File: src/rtl/gpio_wr_pkg.sv
// Shared constants, types and lookup functions for the GPIO register write master.
// Assumes a 32-bit pin bus with the address field at 15:9 and data at 31:27.
package gpio_wr_pkg;

    localparam int BUS_W    = 32;
    localparam int N_TGT    = 4;
    localparam int REG_W    = 3;
    localparam int ADDR_W   = N_TGT + REG_W;
    localparam int ADDR_LSB = 9;
    localparam int DATA_W   = 5;
    localparam int DATA_LSB = 27;
    localparam int TGT_W    = 3;
    localparam int SEL_W    = 3;
    localparam int IDX_W    = $clog2(BUS_W);

    localparam logic [BUS_W-1:0] DIR_MASK = 32'hFC06FE03;

    localparam logic [BUS_W-1:0] FIELD_MASK =
        ({{(BUS_W-ADDR_W){1'b0}}, {ADDR_W{1'b1}}} << ADDR_LSB) |
        ({{(BUS_W-DATA_W){1'b0}}, {DATA_W{1'b1}}} << DATA_LSB);

    typedef enum logic [1:0] {
        ST_IDLE  = 2'd0,
        ST_SETUP = 2'd1,
        ST_LATCH = 2'd2
    } wr_state_t;

    // Bus bit driven by each field-write selector; selectors above 4 are unused.
    function automatic logic [IDX_W-1:0] out_bit_idx(input logic [SEL_W-1:0] sel);
        case (sel)
            3'd0:    return IDX_W'(0);
            3'd1:    return IDX_W'(1);
            3'd2:    return IDX_W'(17);
            3'd3:    return IDX_W'(18);
            default: return IDX_W'(26);
        endcase
    endfunction

    // Bus bit sampled for each field-read selector.
    function automatic logic [IDX_W-1:0] in_bit_idx(input logic [SEL_W-1:0] sel);
        case (sel)
            3'd0:    return IDX_W'(2);
            3'd1:    return IDX_W'(3);
            3'd2:    return IDX_W'(4);
            3'd3:    return IDX_W'(5);
            3'd4:    return IDX_W'(19);
            3'd5:    return IDX_W'(20);
            3'd6:    return IDX_W'(24);
            default: return IDX_W'(25);
        endcase
    endfunction

endpackage

File: src/rtl/gpio_wr_encode.sv
// Builds the 7-bit address field {one-hot enables, register index} for a target.
// Target 1 maps to the top enable bit, target N_TGT to the lowest; any other
// number yields no enable and tgt_ok low. Purely combinational.
module gpio_wr_encode
    import gpio_wr_pkg::*;
(
    input  logic [TGT_W-1:0]  tgt,
    input  logic [REG_W-1:0]  reg_idx,
    input  logic              en_phase,
    output logic [ADDR_W-1:0] addr_field,
    output logic              tgt_ok
);

    logic [N_TGT-1:0] en_hot;

    // One comparator per target, highest enable bit for target 1.
    for (genvar g = 0; g < N_TGT; g++) begin : g_en
        assign en_hot[N_TGT-1-g] = (tgt == TGT_W'(g + 1));
    end

    assign tgt_ok     = |en_hot;
    assign addr_field = {en_hot & {N_TGT{en_phase}}, reg_idx};

endmodule

File: src/rtl/gpio_wr_timer.sv
// Down-counter for the phase 1 hold time. Loading sets LOAD_VAL-1 so that the
// count reaches zero LOAD_VAL cycles after the load. Assumes LOAD_VAL >= 1.
module gpio_wr_timer #(
    parameter int LOAD_VAL = 17,
    localparam int CNT_W   = (LOAD_VAL > 1) ? $clog2(LOAD_VAL) : 1
) (
    input  logic clk,
    input  logic rst_n,
    input  logic load,
    output logic zero
);

    logic [CNT_W-1:0] cnt;

    // Reload on request, otherwise count down and stop at zero.
    always_ff @(posedge clk) begin
        if (!rst_n)
            cnt <= '0;
        else if (load)
            cnt <= CNT_W'(LOAD_VAL - 1);
        else if (cnt != '0)
            cnt <= cnt - 1'b1;
    end

    assign zero = (cnt == '0);

endmodule

File: src/rtl/gpio_wr_pinreg.sv
// Output pin register with masked update: bits under upd_mask take upd_val,
// all others hold. Clears to zero on reset.
module gpio_wr_pinreg
    import gpio_wr_pkg::*;
(
    input  logic             clk,
    input  logic             rst_n,
    input  logic             upd_en,
    input  logic [BUS_W-1:0] upd_mask,
    input  logic [BUS_W-1:0] upd_val,
    output logic [BUS_W-1:0] q
);

    // Apply a masked read-modify-write when enabled.
    always_ff @(posedge clk) begin
        if (!rst_n)
            q <= '0;
        else if (upd_en)
            q <= (q & ~upd_mask) | (upd_val & upd_mask);
    end

endmodule

File: src/rtl/gpio_wr_master.sv
// Two-phase register write master on a 32-bit GPIO bus. A request is placed as
// index+data with enables low for SETUP_CYC cycles, then with one enable high
// for one cycle before completion. Single-bit field writes are accepted only
// when idle and no register request is pending. Assumes SETUP_CYC >= 1.
module gpio_wr_master
    import gpio_wr_pkg::*;
#(
    parameter int SETUP_CYC = 17
) (
    input  logic              clk,
    input  logic              rst_n,
    input  logic              req_valid,
    output logic              req_ready,
    input  logic [TGT_W-1:0]  req_target,
    input  logic [REG_W-1:0]  req_reg,
    input  logic [DATA_W-1:0] req_data,
    output logic              wr_done,
    output logic              wr_err,
    input  logic              fw_valid,
    output logic              fw_ready,
    input  logic [SEL_W-1:0]  fw_sel,
    input  logic              fw_value,
    input  logic [SEL_W-1:0]  fr_sel,
    output logic              fr_value,
    input  logic [BUS_W-1:0]  gpio_in,
    output logic [BUS_W-1:0]  gpio_out,
    output logic [BUS_W-1:0]  gpio_oe
);

    wr_state_t         state;
    logic [TGT_W-1:0]  lat_tgt;
    logic [REG_W-1:0]  lat_reg;
    logic [DATA_W-1:0] lat_data;

    logic              idle;
    logic              accept;
    logic              start;
    logic              fw_take;
    logic [TGT_W-1:0]  enc_tgt;
    logic [REG_W-1:0]  enc_reg;
    logic [DATA_W-1:0] enc_data;
    logic [ADDR_W-1:0] enc_addr;
    logic              enc_ok;
    logic              tmr_zero;
    logic              upd_en;
    logic [BUS_W-1:0]  upd_mask;
    logic [BUS_W-1:0]  upd_val;
    logic [BUS_W-1:0]  pin_q;
    logic [BUS_W-1:0]  field_val;
    logic [IDX_W-1:0]  fw_idx;

    assign idle      = (state == ST_IDLE);
    assign req_ready = idle;
    assign accept    = req_valid && req_ready;
    assign fw_ready  = idle && !req_valid;
    assign fw_take   = fw_valid && fw_ready && (fw_sel <= SEL_W'(N_TGT));
    assign fw_idx    = out_bit_idx(fw_sel);

    // Encoder sees the live request when idle and the latched one afterwards.
    assign enc_tgt  = idle ? req_target : lat_tgt;
    assign enc_reg  = idle ? req_reg    : lat_reg;
    assign enc_data = idle ? req_data   : lat_data;
    assign start    = accept && enc_ok;

    gpio_wr_encode u_enc (
        .tgt        (enc_tgt),
        .reg_idx    (enc_reg),
        .en_phase   (!idle),
        .addr_field (enc_addr),
        .tgt_ok     (enc_ok)
    );

    gpio_wr_timer #(.LOAD_VAL(SETUP_CYC)) u_tmr (
        .clk   (clk),
        .rst_n (rst_n),
        .load  (start),
        .zero  (tmr_zero)
    );

    // Place the encoded address and data fields into a bus-wide word.
    always_comb begin
        field_val = '0;
        field_val[ADDR_LSB +: ADDR_W] = enc_addr;
        field_val[DATA_LSB +: DATA_W] = enc_data;
    end

    // Choose which masked pin update, if any, happens this cycle.
    always_comb begin
        upd_en   = 1'b0;
        upd_mask = '0;
        upd_val  = '0;
        if (start || (state == ST_SETUP && tmr_zero)) begin
            upd_en   = 1'b1;
            upd_mask = FIELD_MASK;
            upd_val  = field_val;
        end else if (fw_take) begin
            upd_en           = 1'b1;
            upd_mask[fw_idx] = 1'b1;
            upd_val[fw_idx]  = fw_value;
        end
    end

    gpio_wr_pinreg u_pins (
        .clk      (clk),
        .rst_n    (rst_n),
        .upd_en   (upd_en),
        .upd_mask (upd_mask),
        .upd_val  (upd_val),
        .q        (pin_q)
    );

    // Sequence state and capture of the accepted request.
    always_ff @(posedge clk) begin
        if (!rst_n) begin
            state    <= ST_IDLE;
            lat_tgt  <= '0;
            lat_reg  <= '0;
            lat_data <= '0;
        end else begin
            case (state)
                ST_IDLE: if (start) begin
                    state    <= ST_SETUP;
                    lat_tgt  <= req_target;
                    lat_reg  <= req_reg;
                    lat_data <= req_data;
                end
                ST_SETUP: if (tmr_zero) state <= ST_LATCH;
                default:  state <= ST_IDLE;
            endcase
        end
    end

    // One-cycle completion and refusal pulses.
    always_ff @(posedge clk) begin
        if (!rst_n) begin
            wr_done <= 1'b0;
            wr_err  <= 1'b0;
        end else begin
            wr_done <= (state == ST_LATCH);
            wr_err  <= accept && !enc_ok;
        end
    end

    assign gpio_out = pin_q & DIR_MASK;
    assign gpio_oe  = DIR_MASK;
    assign fr_value = gpio_in[in_bit_idx(fr_sel)];

endmodule

File: config.mk
export PLATFORM = sky130hd
export DESIGN_NAME = gpio_wr_master
export DESIGN_NICKNAME = d
export VERILOG_FILES = /design/src/rtl/gpio_wr_pkg.sv /design/src/rtl/gpio_wr_encode.sv /design/src/rtl/gpio_wr_timer.sv /design/src/rtl/gpio_wr_pinreg.sv /design/src/rtl/gpio_wr_master.sv
export SDC_FILE = /design/constraint.sdc
export NUM_CORES = 1
export LEC_CHECK = 0
export ABC_AREA = 1
export BUFFER_PORTS_ARGS = -buffer_cell sky130_fd_sc_hd__buf_2
export CAP_MARGIN = 15
export CORE_AREA = 2 2 77 116
export CTS_BUF_LIST = sky130_fd_sc_hd__clkbuf_4 sky130_fd_sc_hd__clkbuf_8
export CTS_CLUSTER_SIZE = 14
export DETAILED_ROUTE_END_ITERATION = 7
export DIE_AREA = 0 0 79 118
export PLACE_DENSITY = 0.79
export SETUP_SLACK_MARGIN = 0.5
export SLEW_MARGIN = 20
export SYNTH_ARGS = -nofsm -noshare
export SYNTH_HDL_FRONTEND = slang
export SYNTH_HIERARCHICAL = 1
export SYNTH_SLANG_ARGS = --single-unit
export TNS_END_PERCENT = 5
File: constraint.sdc
create_clock -name clk -period 2.3 [get_ports clk]
set_clock_uncertainty 0.05 [all_clocks]
set_input_delay 0.23 -clock clk [delete_from_list [all_inputs] [get_ports clk]]
set_output_delay 0.23 -clock clk [all_outputs]
set_load 0.1 [all_outputs]
Word level (Yosys, flattened, before mapping)

Index checks and enable logic that the tools add are counted.

Input port bits: 54
Flip-flop bits (word level): 52
Logic and storage cells: 80
Output and inout port bits: 69

Mux-type cells: 20
Magnitude comparators: 4
$add $sub $neg: 1
Reduce and logical (&&, ||, !) cells: 22
Equality and inequality tests: 17
Bitwise logic cells: 7

Operator list:

| kind                | number |
|---|---|
| $mux 32             | 4 |
| $and 32x32->32      | 3 |
| $pmux 5 s7          | 1 |
| $not 32->32         | 1 |
| $or 32x32->32       | 1 |
| $pmux 5 s4          | 1 |
| $eq 3x2->1 const B  | 6 |
| $mux 5              | 3 |
| $eq 3x3->1 const B  | 4 |
| $lt 5x6->1 const B  | 2 |
| $eq 3x1->1 const B  | 3 |
| $logic_and 1x1->1   | 8 |
| $logic_not 3->1     | 2 |
| $mux 3              | 2 |
| $bmux 1 s5          | 1 |
| $demux 1 s5         | 1 |
| $ge 5x1->1 const B  | 1 |
| $logic_not 5->1     | 1 |
| $reduce_bool 5->1   | 1 |
| $sub 5x1->5 const B | 1 |
| $and 4x4->4         | 1 |
| $mux 1              | 4 |
| $mux 2              | 2 |
| $pmux 2 s2          | 1 |
| 13 further kinds    | 16 |

Logic depth before layout (Yosys ltp)

Gate-level depths: netlist (run 1).

Depth after elaboration: 11
Gate-level depth with buffers: 17
Depth with buffers taken out: 15

By module

The synthesis (run 1) kept the hierarchy.

Modules (own cells, without submodules):

| module         | cells each | seq. area each (sq um) | area each (sq um) | instances |
|---|---|---|---|---|
| gpio_wr_master | 234        | 300.3                  | 1460.2            | 1 |
| gpio_wr_pinreg | 230        | 640.6                  | 1436.4            | 1 |
| gpio_wr_timer  | 37         | 100.1                  | 252.7             | 1 |
| gpio_wr_encode | 17         | 0.0                    | 86.3              | 1 |

Least setup slack after synthesis (run 1)

OpenSTA, ideal clock, no wires.

Path type: register to register
Start: reg state[1]
End: reg (tool-made name)
Required time: 2.137 ns
Period minus slack after synthesis: 2.588 ns
Setup time: 0.113 ns
Path slack: -0.288 ns
Data arrival time: 2.426 ns
Path buffers: 2
Cell stages (with the launch flop): 17
Path through: dfxtp_1 > nor2_4 > buf_2 > nand2_1 > nand2_1 > inv_2 > o21ai_0 > nand2_1 > nand3_4 > nand2_2 > inv_2 > nand2_1 > buf_6 > nand2_1 > nand2_1 > nand2_1 > nor2_1

RTL lines:

| what                     | line                  | RTL |
|---|---|---|
| start: declaration       | gpio_wr_master.sv:30  | `wr_state_t state;` |
| start signal: assignment | gpio_wr_master.sv:115 | `state <= ST_IDLE;` |
| start signal: assignment | gpio_wr_master.sv:122 | `state <= ST_SETUP;` |
| start signal: assignment | gpio_wr_master.sv:127 | `ST_SETUP: if (tmr_zero) state <= ST_LATCH;` |

==> metrics, run 1 <==
status=complete, no violations; Fmax=0.5274 GHz; Tightest Hold Check Type=input port to flop; sw frac=54.06%; WHS Path Cells=3; Avg Inst Size Synth=between 6 and 7 µm²; fin crit share=between 80 and 90%; CP Max Fanout=8; internal power=approximately 1.7 mW; Worst EP required=roughly 2.5 ns; clk root buf=clkbuf_8; largest net degree at the start of global routing=19; routed length per instance=approximately 11 µm; Slew Viols, Final=0; Ys Warns=6; core outline area=between 8000 and 9000 µm²; CTS Buffer Depth=2; NetSw=1.956 mW; CP max stage cell=dfxtp_2; Die Height=between 100 and 150 µm; # clock sinks=37; Logic pwr share=between 60 and 70%; vias in the first global route=2067; DRC viols=0; crit path capture type=flop; cell family with most CP delay=simple AND/OR/NAND/NOR gates; critical-path cell list=nor2_4 -> buf_6 -> buf_12 -> nand2_4 -> nand2_4 -> inv_4 -> nand3_4 -> nand2_4 -> nand3_4 -> nand2_8 -> clkinv_8 -> nand2_8 -> nand2_4 -> nand2_2 -> nand2_2 -> nor2_2; drt via density=approximately 4.2; CTS HTree Levels=2; total power=around 3.6 mW; crit-path max cell delay=0.37 ns; Setup Crit Path Kind=flop to flop; DP HPWL=4046 µm; wire length on met3=around 400 µm; pwr/cell area=around 1100 nW/µm²; number of cell rows=41; initial antenna violation count=0; routed length on met2=about 3300 µm; ant diodes=0; CTS clk-pin slew, worst paths=~0.07 ns; MaxCap Viol Count=0; Port Buffer Count=51; GP Congestion=0.7678; max layer used=met4; share of cells above drive strength 1=a little under a third; Die Span X=~80 µm; Overflow after GRT=0; clock share of power=roughly an eighth; Final Hold Violating Endpoints=0; drt first-iter violations=slightly below 70; Worst path depth=16; die area=~9300 µm²; worst slew pin tran=~0.63 ns; Worst slew margin=between 50 and 60%; CTS tree=built; Critical path buffers and inverters=4; RSZ-0062 raised after global routing=true; Final #Nets=roughly 540; IO Pins=around 120; Initial DRT Pass Iterations=4; vias=between 2000 and 2500; Setup-failing EPs final=0; area grow syn2layout=26.59%; CTS buffer count=5; CP arrival=2.07 ns; Final Critical Period=1.896 ns; crit-path most repeated cell=nand2_4; final WL=around 6200 µm; Detail Route Antenna Nets=0; effective utilization at floorplan=31.26%; GRT Util Overall=between 10% and 20%; reg2reg path depth=16; worst vdd ir=0.3690 mV; Cell Area, Synth=around 2600 µm²; Skew-Pair Late Insertion Delay=a little under 0.3 ns; first-pass GRT wire length=8894 µm; wire length on met1=approximately 2400 µm; Flop pwr share=a little under a quarter; startpoint types=flop; Cells after Synth=between 400 and 500; Hold WS=0.1405 ns; leakage power=around 1.8 nW; TNS Setup=0 ns
-- stage by stage --
step	setup slack, ns	area, µm²	instances	utilization (%)
floorplan	0.2808	2844	458	-
global placement	0.4228	2775	561	33.39
detailed placement	0.3899	2775	561	33.39
CTS	0.4410	2899	570	34.88
global route	0.3043	3288	594	39.57
finish	0.4040	3288	594	39.57
-- cells in the final DEF (no fill, tap or decap), types with 5 or more instances in the layout --
| cell | instances |
|---|---|
| a21oi_1 | 5 |
| conb_1 | 47 |
| nor2_2 | 8 |
| buf_4 | 23 |
| nand2_4 | 9 |
| nand2_1 | 110 |
| nand3_1 | 11 |
| dfxtp_1 | 35 |
| nand2_2 | 18 |
| inv_1 | 62 |
| nor2_1 | 50 |
| a21oi_2 | 9 |
| buf_2 | 51 |
| clkbuf_8 | 6 |
-- tightest hold or removal path, cell delays in order --
cell and delay, ns:
buf_2 0.11, nand2_2 0.06, a21oi_2 0.04
-- per-layer routing --
layer | up-vias | GRT usage [%]
li1 | 1272 | -
met1 | 1098 | 12.43
met2 | 98 | 21.72
met3 | 13 | 1.994
met4 | 0 | 3.987
met5 | - | 0
-- path summary, 6_finish.rpt --
check        slack (ns)         end       start
max                0.40        flop    state[1]
min reg2reg        0.42  lat_reg[2]  lat_reg[2]
min                0.14  lat_reg[0]  req_reg[0]
max reg2reg        0.40        flop    state[1]
-- power by group through the flow --
stage	clock network (mW)	registers [mW]	logic [mW]
detailed placement	0	0.845	1.84
CTS	0.490	0.831	1.89
finish	0.475	0.835	2.31
global placement	0	0.844	1.83
floorplan	0	1.21	1.36
global route	0.510	0.846	2.49
-- layout make-up --
class / count / area (µm²)
Fill cell: 868 / 5022
Timing Repair inverter: 1 / 5.005
Inverter: 68 / 281.5
Sequential cell: 37 / 745.7
Tap cell: 107 / 133.9
Multi-Input combinational cell: 294 / 1498
Clock buffer: 7 / 90.09
Timing Repair Buffer: 80 / 534.3
-- repair_timing --
action	4_1_cts	5_1_grt
endpoints found under the setup margin	25	33
resized for setup	4	45
gates cloned	0	4
hold buffers	0	0
pin swaps	1	17
buffers inserted	2	20
No activity file was read; power rests on OpenSTA's default activity.
==> inputs of run 2 (changes only) <==
- PLACE_DENSITY: 0.79 -> 0.77
- clock period: 2.3 -> 1.9 ns (I/O delays scaled with it)
==> run 2 against run 1 <==
Against the previous run: clock-buffer cell count decreased by 2; register-to-register slack got worse by 0.34 ns; design area increased by 1.6%; first-iteration DRC count increased by 1.5%; non-clock buffer count decreased by 7; largest power group unchanged; combinational power increased by 26%; setup slack got worse by 0.34 ns; total power increased by 31%; die area unchanged; worst hold slack got worse by 0.042 ns; sequential share of layout area decreased by 0.36 points.
==> metrics, run 2 (synthesis gave the netlist of run 1 again) <==
status=complete, no violations; TNS Setup=0 ns (unchanged); commonest non-fill, non-tap cell in the layout=nand2_1; Initial DRT Pass Iterations=5 (+1); die area=9322 µm² (unchanged); core outline area=8310 µm² (unchanged); Setup Crit Path Kind=flop to flop; crit path from=state[0]; area grow syn2layout=28.61%; Skew-Pair Late Insertion Delay=0.30 ns (about the same); CTS clk-pin slew, worst paths=0.09 ns (+0.02 ns); Worst EP required=2.05 ns (-0.42 ns); drt first-iter violations=69 (+1.5%); # clock sinks=37 (unchanged); RSZ-0062 raised after global routing=true; largest net degree at the start of global routing=19 (unchanged); CTS tree=built; cts hold-fix bufs=0 (unchanged); Detail Route Antenna Nets=0 (unchanged); Setup-failing EPs final=0 (unchanged); drt via density=4.271 (+2.3%); CTS Buffer Depth=2 (unchanged); Final Instance Area=3341 µm² (+1.6%); number of cell rows=41 (unchanged); pwr/cell area=1420 nW/µm² (+29%); pre-CTS setup slack=0.02895 ns (-0.3610 ns); vias in the first global route=2336 (+13%); Reg2Reg Launch Point=state[0]; Tightest Hold Check Type=input port to flop; DRC viols=0 (unchanged); Worst slew margin=55.07% (-3.0 points); HP Start=req_reg[0]; CTS buffer count=5 (unchanged); Hold WS=0.09853 ns (-0.04199 ns); Placement Cell Area=2833 µm² (+2.1%); Fmax=0.5460 GHz (+3.5%); fin crit share=96.39% (+14 points); CP arrival=1.98 ns (-0.09 ns); DP HPWL=4382 µm (+8.3%); IO Pins=123 (unchanged); Final Hold Violating Endpoints=0 (unchanged); Overflow after GRT=0 (unchanged); Die Span X=79 µm (unchanged); commonest cells after routing, fill and taps aside=98 x nand2_1, 59 x inv_1, 53 x nor2_1; worst slew pin tran=0.6731 ns (+0.04485 ns); MaxCap Viol Count=0 (unchanged); vias=2507 (+1.0%); setup ws final=0.06862 ns (-0.3353 ns); startpoint types=flop; Final #Nets=534 (-1.5%); Die Height=118 µm (unchanged); Slew Viols, Final=0 (unchanged); CTS HTree Levels=2 (unchanged); crit path capture type=flop; ant diodes=0 (unchanged); initial antenna violation count=0 (unchanged); routed length per instance=11.11 µm (+5.7%); final WL=6520 µm (+4.4%); share of cells above drive strength 1=33.13% (+1.5 points); leakage power=1.874 nW (+2.8%); worst vdd ir=0.6117 mV (+66%); GP Congestion=0.8046 (+4.8%); clk root buf=clkbuf_8; CP Max Fanout=8 (unchanged); Port Buffer Count=51 (unchanged); GRT Util Overall=13.56% (+2.1 points); first-pass GRT wire length=10230 µm (+15%); effective utilization at floorplan=31.26% (unchanged); Final Critical Period=1.831 ns (-0.06466 ns)
==> run 2: cell count changes in the layout (fill, tap and decap cells not counted), sizes merged <==
cell,previous run,this run
buf,79,72
bufinv,0,2
clkbuf,8,6
clkinv,3,1
clkinvlp,1,0
inv,65,68
==> run 2: critical path, stage by stage, from the launching register on <==
cell and delay [ns]:
dfxtp_4 0.36, nor2_4 0.18, inv_4 0.09, nand2_4 0.08, nand2_4 0.07, o21ai_4 0.18
nand2_4 0.08, nand3_4 0.11, nand2_8 0.09, inv_12 0.10, nand2_8 0.10, nand2_2 0.09
nand2_1 0.05, nand2_1 0.05, nor2_1 0.04
==> run 2: metrics by stage <==
| stage | total power, mW | utilization, % | cells |
|---|---|---|---|
| 2_1_floorplan | 3.115 | - | 458 |
| 3_3_place_gp | 3.308 | 34.09 | 565 |
| 3_5_place_dp | 3.365 | 34.09 | 565 |
| 4_1_cts | 4.505 | 37.87 | 581 |
| 5_1_grt | 5.009 | 40.20 | 587 |
| 6_report | 4.744 | 40.20 | 587 |
==> run 2: what timing repair did <==
item | 4_1_cts | 5_1_grt
setup endpoints to repair | 37 | 39
buffers inserted | 5 | 6
gates resized for setup | 25 | 42
gates cloned | 3 | 0
pin swaps | 7 | 15
==> run 2: layout make-up <==
cell class	instances	area, µm²
Clock buffer	5	68.82
Fill cell	832	4970
Sequential cell	37	745.7
Inverter	68	277.8
Multi-Input combinational cell	294	1529
Clock inverter	3	65.06
Timing Repair Buffer	73	520.5
Tap cell	107	133.9
==> run 2: final timing paths <==
check / endpoint / slack, ns / cells past startpoint
hold / removal: lat_reg[0] / 0.1 / 3
setup / recovery: flop / 0.07 / 14
hold reg to reg: lat_data[4] / 0.42 / 2
setup reg to reg: flop / 0.07 / 14
==> run 2: report_power, final <==
| group | total, mW | switching [mW] | internal [mW] |
|---|---|---|---|
| sequential | 1.02 | 0.0914 | 0.925 |
| combinational | 2.90 | 2.08 | 0.818 |
| clock | 0.828 | 0.307 | 0.522 |
| total | 4.74 | 2.48 | 2.27 |
==> run 2: per-layer routing <==
metal / wire length (µm) / global-route usage, % / up-vias
li1: - / - / 1255
met1: 2486 / 14.20 / 1137
met3: 426 / 2.301 / 11
met4: 125 / 5.603 / 0
met5: 0 / 0 / -
met2: 3481 / 25.74 / 104
==> inputs of run 3 (changes only) <==
- ABC_AREA: 1 -> unset
- CORE_AREA: 2 2 77 116 -> 2 2 75 113
- DIE_AREA: 0 0 79 118 -> 0 0 77 115
- PLACE_DENSITY: 0.77 -> 0.78
==> run 3 against run 2 <==
Against the previous run: largest power group unchanged; non-clock buffer count grew 2; critical path depth decreased by 4; the run now ends with setup timing left; maximum frequency is 8.1% lower.
==> metrics, run 3 <==
status=finished, violations left; failing checks=setup timing; Final #Nets=431 (-19%); largest net degree at the start of global routing=39 (+20); final core utilization=37.85% (-2.4 points); vias=2105 (-16%); startpoint types=flop; clk root buf=clkbuf_8; core outline area=7908 µm² (-4.8%); CTS tree=built; Final Critical Period=1.992 ns (+0.1608 ns); Skew-Pair Late Insertion Delay=0.28 ns (-0.02 ns); Initial DRT Pass Iterations=4 (-1); Cell Area, Synth=2452 µm² (-5.6%); share of cells above drive strength 1=33.51% (+0.39 points); Fmax=0.5020 GHz (-8.1%); DRC viols=0 (unchanged); drt via density=4.367 (+2.3%); Critical path buffers and inverters=3 (+1); Tightest Hold Check Type=input port to flop; commonest non-fill, non-tap cell in the layout=nand2_1; Setup-failing EPs final=20 (+20); Final Instance Area=2993 µm² (-10%); pwr/cell area=1323 nW/µm² (-6.8%); Port Buffer Count=51 (unchanged); Avg Inst Size Synth=7.712 µm² (+23%); fill cell count=822 (-1.2%); Final Hold Violating Endpoints=0 (unchanged); die area=8855 µm² (-5.0%); Worst path depth=10 (-4); Overflow after GRT=0 (unchanged); DP HPWL=3943 µm (-10%); first-pass GRT wire length=8562 µm (-16%); leakage power=1.522 nW (-19%); GP Congestion=0.7904 (-1.8%); vias in the first global route=1914 (-18%); initial antenna violation count=2 (+2); IO Pins=123 (unchanged); r2r setup slk=-0.09 ns (-0.16 ns); number of cell rows=40 (-2.4%); crit path capture type=flop; Die Height=115 µm (-2.5%); drt first-iter violations=75 (+8.7%); reg2reg path depth=10 (-4); critical-path cell list=inv_1 -> ha_2 -> or4b_4 -> inv_4 -> nand2_2 -> a21o_4 -> buf_12 -> nand2_8 -> nand2_1 -> mux2i_1; register area=744.5 µm² (-0.17%); cts hold-fix bufs=0 (unchanged); CP Max Fanout=8 (unchanged); crit-path max cell delay=0.48 ns (+0.12 ns); CP max stage cell=or4b_4; WHS Path Cells=3 (unchanged); CTS Buffer Depth=2 (unchanged); Worst EP required=2.02 ns (-0.03 ns); Cells after DPL=470 (-17%); cell family with most CP delay=simple AND/OR/NAND/NOR gates; fin crit share=104.9% (+8.5 points); Cells after Synth=318 (-23%); CP arrival=2.12 ns (+0.14 ns); commonest cells after routing, fill and taps aside=82 x nand2_1, 47 x conb_1, 47 x buf_2; routed length per instance=11.31 µm (+1.8%); worst vdd ir=0.5534 mV (-9.5%); final WL=5450 µm (-16%); GRT Util Overall=11.96% (-1.6 points); Multi-input gate area=1443 µm² (-5.6%); area grow syn2layout=22.04%; Non-Filler Instances=482 (-18%); Detail Route Antenna Nets=0 (unchanged); effective utilization at floorplan=31.01% (-0.24 points); MaxCap Viol Count=0 (unchanged); total power=3.961 mW (-17%); # clock sinks=37 (unchanged); Die Span X=77 µm (-2.5%); Slew Viols, Final=0 (unchanged); CTS buffer count=5 (unchanged); Ys Warns=6 (unchanged); Placement Cell Area=2746 µm² (-3.0%); CTS HTree Levels=2 (unchanged); CTS clk-pin slew, worst paths=0.07 ns (-0.02 ns); Hold WS=0.08772 ns (-0.01080 ns); RSZ-0062 raised after global routing=true; Setup Crit Path Kind=flop to flop; setup ws final=-0.09220 ns (-0.1608 ns)
==> run 3: cell count changes in the layout (fill, tap and decap cells not counted), moves of 5 or more <==
cell     change
a21oi_2      -6
and2_1       +7
buf_4        +6
inv_1       -54
mux2i_1     +17
nand2_1     -16
nand2_2     -16
nand2_4     -11
nand3_1     +12
nor2_1      -44
nor2_2       -5
==> run 3: final timing paths <==
| check | start | to |
|---|---|---|
| worst min register to register | lat_data[1] | lat_data[1] |
| worst max-delay path | u_tmr/cnt[1] | flop |
| worst max register to register | u_tmr/cnt[1] | flop |
| worst min-delay path | req_reg[1] | lat_reg[1] |
==> run 3: worst reg2reg max path, stage by stage, from the launching register on <==
cell	delay, ns
dfxtp_1	0.31
inv_1	0.06
ha_2	0.16
or4b_4	0.48
inv_4	0.08
nand2_2	0.06
a21o_4	0.24
buf_12	0.15
nand2_8	0.10
nand2_1	0.08
mux2i_1	0.12
==> run 3: final cells by class <==
class | instances | area share (%)
multi-input combinational | 246 | 48.20
sequential | 37 | 24.87
timing repair buffer | 75 | 17.77
tap | 105 | 4.390
clock buffer | 7 | 3.010
inverter | 10 | 1.505
timing repair inverter | 1 | 0.1672
antenna | 1 | 0.08361
==> run 3: per-stage QoR <==
stage	TNS (ns)	worst slack, ns
after CTS	-0.9166	-0.05158
after detailed placement	-3.290	-0.1845
after floorplan	-7.440	-0.3456
final	-1.567	-0.09220
after global placement	-2.540	-0.1484
after global routing	-3.689	-0.1893
==> run 3: report_power, final <==
| group | internal [mW] | leakage, nW | switching, mW | total, mW |
|---|---|---|---|---|
| Clock | 0.302 | 0.0477 | 0.267 | 0.569 |
| Combinational | 0.883 | 1.17 | 1.55 | 2.44 |
| Sequential | 0.894 | 0.302 | 0.0595 | 0.953 |
==> run 3: per-layer routing <==
layer	global-route usage, %	part of all wire (%)	vias to the layer above	routed length (µm)
li1	-	-	1041	-
met1	11.42	36	969	1935
met2	23.57	55	87	2999
met3	4.474	8.5	6	462
met4	3.571	0.75	2	41
met5	0	0.20	-	11
==> run 3: repair_timing <==
action                                  in CTS  in global routing
setup buffers                                1                  0
gates cloned                                 2                  1
pin swaps                                    8                  2
resized for setup                           24                 13
endpoints found under the setup margin      39                 39
